### config.mk
export PLATFORM = sky130hd
export DESIGN_NAME = irq_source_bank
export DESIGN_NICKNAME = d
export VERILOG_FILES = /design/src/rtl/isb_pkg.sv /design/src/rtl/isb_src_cell.sv /design/src/rtl/isb_lowest_pick.sv /design/src/rtl/isb_replay_seq.sv /design/src/rtl/irq_source_bank.sv
export SDC_FILE = /design/constraint.sdc
export NUM_CORES = 1
export LEC_CHECK = 0
export BUFFER_PORTS_ARGS = -buffer_cell sky130_fd_sc_hd__buf_2
export CELL_PAD_IN_SITES_DETAIL_PLACEMENT = 0
export CELL_PAD_IN_SITES_GLOBAL_PLACEMENT = 1
export CORE_ASPECT_RATIO = 0.6
export CORE_MARGIN = 2
export CORE_UTILIZATION = 54
export CTS_BUF_LIST = sky130_fd_sc_hd__clkbuf_2 sky130_fd_sc_hd__clkbuf_4 sky130_fd_sc_hd__clkbuf_8
export DETAILED_ROUTE_END_ITERATION = 12
export GPL_TIMING_DRIVEN = 0
export PLACE_DENSITY_LB_ADDON = 0.3
export SYNTH_ARGS = -nofsm -noshare
export SYNTH_HDL_FRONTEND = slang
export SYNTH_HIERARCHICAL = 1
export SYNTH_SLANG_ARGS = --single-unit
### constraint.sdc
create_clock -name clk_i -period 3.9 [get_ports clk_i]
set_input_delay 0.78 -clock clk_i [delete_from_list [all_inputs] [get_ports clk_i]]
set_output_delay 0.78 -clock clk_i [all_outputs]
set_load 0.05 [all_outputs]
### src/rtl/isb_pkg.sv
package isb_pkg;
  typedef struct packed {
    logic mpend;  // edge event seen while masked
    logic rejd;   // edge offer bounced by presenter
    logic asrt;   // level input last seen high
    logic sent;   // level offer outstanding
  } src_stat_t;

  localparam src_stat_t STAT_CLEAR = '0;
endpackage

### src/rtl/isb_src_cell.sv
module isb_src_cell import isb_pkg::*; #(
  parameter int SRV_W  = 4,
  parameter int PRIO_W = 8
) (
  input  logic              clk_i,
  input  logic              rst_ni,
  input  logic              level_i,
  input  logic              irq_i,
  input  logic              cfg_we_i,
  input  logic [SRV_W-1:0]  cfg_server_i,
  input  logic [PRIO_W-1:0] cfg_prio_i,
  input  logic [PRIO_W-1:0] cfg_saved_i,
  input  logic              rej_i,
  input  logic              eoi_i,
  input  logic              visit_i,
  input  logic              grant_i,
  output logic              queued_o,
  output logic [SRV_W-1:0]  server_o,
  output logic [PRIO_W-1:0] prio_o,
  output logic [PRIO_W-1:0] saved_o
);
  localparam logic [PRIO_W-1:0] PRIO_OFF = '1;

  src_stat_t         stat_q, stat_d;
  logic [SRV_W-1:0]  srv_d;
  logic [PRIO_W-1:0] prio_d, saved_d;
  logic              offer, recheck, queued_d;

  always_comb begin
    stat_d  = stat_q;
    srv_d   = server_o;
    prio_d  = prio_o;
    saved_d = saved_o;
    offer   = 1'b0;
    recheck = 1'b0;

    if (rej_i) begin
      if (level_i) stat_d.sent = 1'b0;
      else         stat_d.rejd = 1'b1;
    end
    if (eoi_i && level_i) stat_d.sent = 1'b0;

    if (cfg_we_i) begin
      srv_d   = cfg_server_i;
      prio_d  = cfg_prio_i;
      saved_d = cfg_saved_i;
      if (!level_i && stat_d.mpend && (cfg_prio_i != PRIO_OFF)) begin
        stat_d.mpend = 1'b0;
        offer        = 1'b1;
      end
    end

    if (level_i) begin
      recheck     = cfg_we_i | visit_i | (irq_i != stat_q.asrt);
      stat_d.asrt = irq_i;
      if (recheck && (prio_d != PRIO_OFF) && stat_d.asrt && !stat_d.sent) begin
        stat_d.sent = 1'b1;
        offer       = 1'b1;
      end
    end else begin
      if (irq_i) begin
        if (prio_d == PRIO_OFF) stat_d.mpend = 1'b1;
        else                    offer        = 1'b1;
      end
      if (visit_i && stat_d.rejd) begin
        stat_d.rejd = 1'b0;
        if (prio_d != PRIO_OFF) offer = 1'b1;
      end
    end

    queued_d = (queued_o & ~grant_i) | offer;
  end

  always_ff @(posedge clk_i or negedge rst_ni) begin
    if (!rst_ni) begin
      stat_q   <= STAT_CLEAR;
      server_o <= '0;
      prio_o   <= PRIO_OFF;
      saved_o  <= PRIO_OFF;
      queued_o <= 1'b0;
    end else begin
      stat_q   <= stat_d;
      server_o <= srv_d;
      prio_o   <= prio_d;
      saved_o  <= saved_d;
      queued_o <= queued_d;
    end
  end
endmodule

### src/rtl/isb_lowest_pick.sv
module isb_lowest_pick #(
  parameter int N     = 8,
  parameter int IDX_W = 3
) (
  input  logic [N-1:0]     req_i,
  output logic [N-1:0]     gnt_o,
  output logic [IDX_W-1:0] idx_o,
  output logic             any_o
);
  always_comb begin
    idx_o = '0;
    gnt_o = '0;
    any_o = |req_i;
    for (int k = N - 1; k >= 0; k--) begin
      if (req_i[k]) idx_o = IDX_W'(k);
    end
    if (any_o) gnt_o[idx_o] = 1'b1;
  end
endmodule

### src/rtl/isb_replay_seq.sv
module isb_replay_seq #(
  parameter int N     = 8,
  parameter int IDX_W = 3
) (
  input  logic         clk_i,
  input  logic         rst_ni,
  input  logic         replay_i,
  output logic [N-1:0] visit_o,
  output logic         busy_o,
  output logic         done_o
);
  localparam logic [IDX_W-1:0] LAST = IDX_W'(N - 1);

  logic [IDX_W-1:0] idx_q;

  for (genvar k = 0; k < N; k++) begin : g_visit
    assign visit_o[k] = busy_o && (idx_q == IDX_W'(k));
  end

  always_ff @(posedge clk_i or negedge rst_ni) begin
    if (!rst_ni) begin
      busy_o <= 1'b0;
      idx_q  <= '0;
      done_o <= 1'b0;
    end else begin
      done_o <= 1'b0;
      if (!busy_o) begin
        if (replay_i) begin
          busy_o <= 1'b1;
          idx_q  <= '0;
        end
      end else if (idx_q == LAST) begin
        busy_o <= 1'b0;
        done_o <= 1'b1;
      end else begin
        idx_q <= idx_q + 1'b1;
      end
    end
  end
endmodule

### src/rtl/irq_source_bank.sv
module irq_source_bank import isb_pkg::*; #(
  parameter int               NUM_SRC  = 8,
  parameter int               SRV_W    = 4,
  parameter int               PRIO_W   = 8,
  parameter int               NUM_W    = 16,
  parameter logic [NUM_W-1:0] BASE_NUM = 16'h1000,
  localparam int              IDX_W    = (NUM_SRC > 1) ? $clog2(NUM_SRC) : 1
) (
  input  logic               clk_i,
  input  logic               rst_ni,
  input  logic [NUM_SRC-1:0] level_mode_i,
  input  logic [NUM_SRC-1:0] irq_i,
  input  logic               cfg_we_i,
  input  logic [IDX_W-1:0]   cfg_idx_i,
  input  logic [SRV_W-1:0]   cfg_server_i,
  input  logic [PRIO_W-1:0]  cfg_prio_i,
  input  logic [PRIO_W-1:0]  cfg_saved_i,
  input  logic               rej_i,
  input  logic [NUM_W-1:0]   rej_num_i,
  input  logic               eoi_i,
  input  logic [NUM_W-1:0]   eoi_num_i,
  input  logic               replay_i,
  output logic               offer_valid_o,
  output logic [NUM_W-1:0]   offer_num_o,
  output logic [SRV_W-1:0]   offer_server_o,
  output logic [PRIO_W-1:0]  offer_prio_o,
  output logic               replay_done_o
);
  logic [NUM_SRC-1:0]        queued, grant, visit;
  logic [SRV_W-1:0]          srv_arr   [NUM_SRC];
  logic [PRIO_W-1:0]         prio_arr  [NUM_SRC];
  logic [PRIO_W-1:0]         saved_arr [NUM_SRC];
  logic [NUM_SRC*PRIO_W-1:0] saved_flat;
  logic [IDX_W-1:0]          pick_idx;
  logic                      pick_any, scan_busy;

  // range decode of returned global numbers
  logic [NUM_W-1:0] rej_off, eoi_off;
  logic             rej_hit, eoi_hit;
  logic [IDX_W-1:0] rej_idx, eoi_idx;

  assign rej_off = rej_num_i - BASE_NUM;
  assign eoi_off = eoi_num_i - BASE_NUM;
  assign rej_hit = rej_i && (rej_num_i >= BASE_NUM) && (rej_off < NUM_W'(NUM_SRC));
  assign eoi_hit = eoi_i && (eoi_num_i >= BASE_NUM) && (eoi_off < NUM_W'(NUM_SRC));
  assign rej_idx = rej_off[IDX_W-1:0];
  assign eoi_idx = eoi_off[IDX_W-1:0];

  for (genvar k = 0; k < NUM_SRC; k++) begin : g_src
    localparam logic [IDX_W-1:0] K_IDX = IDX_W'(k);
    isb_src_cell #(
      .SRV_W (SRV_W),
      .PRIO_W(PRIO_W)
    ) u_cell (
      .clk_i       (clk_i),
      .rst_ni      (rst_ni),
      .level_i     (level_mode_i[k]),
      .irq_i       (irq_i[k]),
      .cfg_we_i    (cfg_we_i && (cfg_idx_i == K_IDX)),
      .cfg_server_i(cfg_server_i),
      .cfg_prio_i  (cfg_prio_i),
      .cfg_saved_i (cfg_saved_i),
      .rej_i       (rej_hit && (rej_idx == K_IDX)),
      .eoi_i       (eoi_hit && (eoi_idx == K_IDX)),
      .visit_i     (visit[k]),
      .grant_i     (grant[k]),
      .queued_o    (queued[k]),
      .server_o    (srv_arr[k]),
      .prio_o      (prio_arr[k]),
      .saved_o     (saved_arr[k])
    );
    assign saved_flat[k*PRIO_W +: PRIO_W] = saved_arr[k];
  end

  isb_lowest_pick #(
    .N    (NUM_SRC),
    .IDX_W(IDX_W)
  ) u_pick (
    .req_i(queued),
    .gnt_o(grant),
    .idx_o(pick_idx),
    .any_o(pick_any)
  );

  isb_replay_seq #(
    .N    (NUM_SRC),
    .IDX_W(IDX_W)
  ) u_seq (
    .clk_i   (clk_i),
    .rst_ni  (rst_ni),
    .replay_i(replay_i),
    .visit_o (visit),
    .busy_o  (scan_busy),
    .done_o  (replay_done_o)
  );

  always_ff @(posedge clk_i or negedge rst_ni) begin
    if (!rst_ni) begin
      offer_valid_o  <= 1'b0;
      offer_num_o    <= '0;
      offer_server_o <= '0;
      offer_prio_o   <= '0;
    end else begin
      offer_valid_o <= pick_any;
      if (pick_any) begin
        offer_num_o    <= BASE_NUM + NUM_W'(pick_idx);
        offer_server_o <= srv_arr[pick_idx];
        offer_prio_o   <= prio_arr[pick_idx];
      end
    end
  end
endmodule

-- Yosys cells after proc, flatten, opt, wreduce, memory -nomap -nowiden
Cells that the tools add are included.
Widths: inputs -> output; s select.
- flip-flop bits (word level): 170
- logic and storage cells: 486
- $add $sub $neg: 4
- magnitude comparators: 7
- eq/ne operators: 54
- muxes and demuxes: 201
- bitwise logic cells: 41
- reductions and logical operators: 116
- operators with widths (kind ; count):
    $mux 1 ; 166
    $logic_and 1x1->1 ; 93
    $mux 8 ; 11
    $ne 8x8->1 const B ; 9
    $eq 8x8->1 const B ; 8
    $eq 3x3->1 const B ; 16
    $mux 3 ; 11
    $ge 16x13->1 const B ; 2
    $lt 16x4->1 const B ; 2
    $sub 16x13->16 const B ; 2
    $bmux 8 s3 ; 1
    $eq 3x2->1 const B ; 8
    $or 1x1->1 ; 24
    $logic_not 1->1 ; 16
    $mux 2 ; 8
    $add 13x3->14 const A ; 1
    $bmux 4 s3 ; 1
    $eq 3x1->1 const B ; 4
    $logic_not 3->1 ; 4
    $and 1x1->1 ; 8
    $mux 4 ; 2
    $ne 1x1->1 ; 8
    $not 1->1 ; 8
    $reduce_or 8->1 ; 1
    9 further kinds ; 9

-- Logic depth before layout (Yosys ltp)
- word-level depth: 16
- mapped depth: 9
- mapped depth without buffers: 8

-- By module
The synthesis kept the hierarchy.
- modules (own cells, without submodules) (module ; times used ; cells an instance ; area each (µm²) ; sequential area each (µm²)):
    isb_src_cell ; 8 ; 75 ; 1038.5 ; 645.6
    irq_source_bank ; 1 ; 157 ; 1654.1 ; 425.4
    isb_replay_seq ; 1 ; 36 ; 359.1 ; 125.1
    isb_lowest_pick ; 1 ; 25 ; 145.1 ; 0.0

-- Least setup slack after synthesis
Ideal clock, no wire load.
- path kind: register to register
- from: register g_src[6].u_cell.queued_o
- to: register offer_prio_o[1]
- arrival time: 2.141 ns
- data required time: 3.774 ns
- path slack: 1.633 ns
- cell stages (with the launch flop): 8
- clock period less this slack: 2.267 ns
- cell sequence: dfrtp_1 > nand2b_1 > a221o_2 > a21oi_2 > buf_6 > buf_12 > mux4_2 > a221o_1
- longest elaborated chain between the ends: 11
- elaborated cells between the ends (all ways): 12
- ends and longest elaborated chain (element ; line ; RTL):
    start: declaration ; isb_src_cell.sv:17 ; output logic queued_o,
    start signal: assignment ; isb_src_cell.sv:86 ; queued_o <= queued_d;
    $mux 3 (7 in a row) ; isb_lowest_pick.sv:15 ; if (req_i[k]) idx_o = IDX_W'(k);
    net pick_idx[0] ; irq_source_bank.sv:34 ; logic [IDX_W-1:0] pick_idx;
    $not 3->4 (not written as such) ; irq_source_bank.sv:108 ; offer_prio_o <= prio_arr[pick_idx];
    $bmux 8 s3 ; irq_source_bank.sv:108 ;
    $mux 8 (not written as such) (2 in a row) ; irq_source_bank.sv:108 ;
    end signal: assignment ; irq_source_bank.sv:108 ;
    end: declaration ; irq_source_bank.sv:26 ; output logic [PRIO_W-1:0] offer_prio_o,
The timed path passes the listed nets, and every way through them passes these cells. The select of a mux whose other input is x is not followed.
A chain may end at the register's enable or synchronous reset.

-- Final worst setup path
- from: register g_src[4].u_cell.queued_o
- to: register offer_prio_o[3]
- longest elaborated chain between the ends: 9
- elaborated cells between the ends (all ways): 10
- ends and longest elaborated chain (element ; line):
    start: declaration ; isb_src_cell.sv:17
    start signal: assignment ; isb_src_cell.sv:86
    $mux 3 (5 in a row) ; isb_lowest_pick.sv:15
    net pick_idx[1] ; irq_source_bank.sv:34
    $not 3->4 (not written as such) ; irq_source_bank.sv:108
    $bmux 8 s3 ; irq_source_bank.sv:108
    $mux 8 (not written as such) (2 in a row) ; irq_source_bank.sv:108
The timed path passes the listed nets, and every way through them passes these cells. The select of a mux whose other input is x is not followed.

==> metrics.md <==
| Metric | Value |
|---|---|
| Largest net degree at the start of global routing | `100` |
| Slowest CP cell | `clkbuf_1` |
| R2r worst-path depth | `8` |
| Drt total wl | `21.16 mm` |
| Die X | `161.8 um` |
| Setup WS pre-CTS | `1.116 ns` |
| Global route overflow | `0` |
| Worst path required time | `4.23 ns` |
| Hold Fails Final Rpt | `0` |
| First-pass GRT wire length | `33.76 mm` |
| Setup Crit Path Kind | `reg -> reg` |
| Maximum VDD drop | `0.3098 mV` |
| RSZ-0062 raised after global routing | `false` |
| Sink Count | `158` |
| Antenna violations before repair | `0` |
| Area Growth Syn to Fin | `14.18%` |
| Critical path capture point type | `register` |
| Worst slew pin tran | `1.068 ns` |
| Routed Antenna Nets | `0` |
| Final setup margin | `1.068 ns` |
| CP dominant cell by count | `clkbuf_1` |
| # fillers | `1166` |
| Netlist Area Pre-Place | `0.008064 mm^2` |
| HP Class | `in -> async` |
| # diodes | `0` |
| Site Rows | `34` |
| Vias per inst | `6.017` |
| Worst slew margin | `28.28%` |
| Hold_buf cts | `0` |
| Port Buffers | `86` |
| CTS tree | `built` |
| DP HPWL | `15.46 mm` |
| Pwr dens | `569.0 mW/mm^2` |
| Mapped Cells | `690` |
| Final worst path period need | `2.832 ns` |
| Post-CTS Setup Bufs | `0` |
| Initial DRC count | `578` |
| Period utilization | `72.61%` |
| Final Setup Violations | `0` |
| Root Buffer | `clkbuf_8` |
| Die H | `98.66 um` |
| Leak | `0.003988 uW` |
| Post-CTS sizing | `0` |
| Starting Density | `55.43%` |
| Layout Skew | `0.01763 ns` |
| Post-Layout Cell Count | `1018` |
| Share of cells above drive strength 1 | `41.34%` |
| WL per Instance | `20.78 um` |
| Critical Path Max Stage Delay | `0.46 ns` |
| Final Power | `5239 uW` |
| CP arrival | `3.17 ns` |
| Number of CTS-inserted buffers | `17` |
| Slew Viols, Final | `0` |
| Total number of vias | `6125` |
| Vias in the first global route | `6149` |
| Fin nets | `890` |
| Clk slew on worst S/H paths | `0.09 ns` |
| FF-to-FF setup slack | `1.07 ns` |
| Core Area | `0.01455 mm^2` |
| Status | `finished clean` |
| Synthesized area per cell | `11.69 um^2` |
| Drt pass-1 iters | `6` |
| Critical path, cell by cell | `nor2_1 > o21ai_0 > a21boi_0 > clkbuf_1 > nand3b_1 > clkbuf_1 > o22ai_1 > a221o_1` |
| Die area | `0.01596 mm^2` |
| I/O pins | `107` |
| DRC | `0` |
| Placed Instances | `986` |
| Maximum root-to-sink buffer count | `2` |
| GRT Overall Usage | `27.75%` |
| Fmax achieved | `0.3531 GHz` |
| Synth warn | `6` |
| Clk_lat worst skew | `0.45 ns` |
| CP Max Fanout | `10` |
| Routability congestion estimate | `0.8738` |
| Kind of start point of the critical path | `register` |
| # Max-Cap Violations | `0` |
| Htree depth | `4` |
[cells in the final DEF, fill, tap and decap left out, types with 17 or more instances in the layout]
cell,count
nor2_1,33
nand4_1,34
mux2i_1,26
o21ai_0,25
a21oi_1,24
nor3_1,18
inv_1,33
nand2_1,39
dfrtp_1,94
dfstp_2,64
nand2b_1,17
mux2_2,100
clkbuf_8,18
buf_4,30
buf_2,88
[worst paths after layout]
| kind | start | endpoint |
|---|---|---|
| worst max-delay path | g_src[4].u_cell/queued_o | offer_prio_o[3] |
| worst min-delay path | rst_ni | g_src[0].u_cell/stat_q[2] |
| worst max register to register | g_src[4].u_cell/queued_o | offer_prio_o[3] |
| worst min register to register | offer_num_o[12] | offer_num_o[12] |
| max in group asynchronous | rst_ni | g_src[4].u_cell/prio_o[1] |
| min in group clk_i | offer_num_o[12] | offer_num_o[12] |
[worst max-delay path, delay by kind of cell (launching register included)]
| family | cells | cell delay [ns] |
|---|---|---|
| AOI/OAI and AO/OA | 4 | 0.90 |
| buffers and inverters | 2 | 0.89 |
| and+or+nand+nor | 2 | 0.48 |
| DFF | 1 | 0.44 |
[state kept, by name, indices dropped and copies added (netlist names), 3 cells and up]
signal and count:
g_src.u_cell/prio_o 64, g_src.u_cell/queued_o 8, g_src.u_cell/server_o 32, g_src.u_cell/stat_q 32
offer_num_o 4, offer_prio_o 8, offer_server_o 4, u_seq/idx_q 3
[layout make-up]
class	count	area, um^2	area share [%]
Buffer	41	294.0	3.193
Clock inverter	14	142.6	1.549
Sequential cell	158	4034	43.81
Inverter	34	127.6	1.386
Timing Repair Buffer	87	464.2	5.041
Multi-Input combinational cell	468	3650	39.64
Clock buffer	18	247.7	2.691
Tap cell	198	247.7	2.691
[per-layer routing]
layer / track usage [%] / up-vias / wire length (um)
met5: 0 / - / 0
met4: 4.493 / 0 / 124
met3: 6.734 / 15 / 1613
met2: 43.01 / 208 / 9737
met1: 40.78 / 3138 / 9682
li1: - / 2764 / -
[metrics by stage]
stage                     TNS, ns  hold WS (ns)  utilization (%)  area (um^2)
final                           0        0.2940            63.29         9208
after global routing            0        0.3003            63.29         9208
after CTS                       0        0.3012            63.29         9208
after detailed placement        0        0.4517            60.60         8817
after global placement     -10.41        0.4451            60.37         8783
after floorplan                 0        0.4495                -         8105
[where the power goes]
part / internal, uW / leakage, uW / switching, uW
combinational: 706 / 0.00201 / 927
sequential: 2100 / 0.00178 / 293
clock: 544 / 0.000200 / 670
No activity file was read; power rests on OpenSTA's default activity.
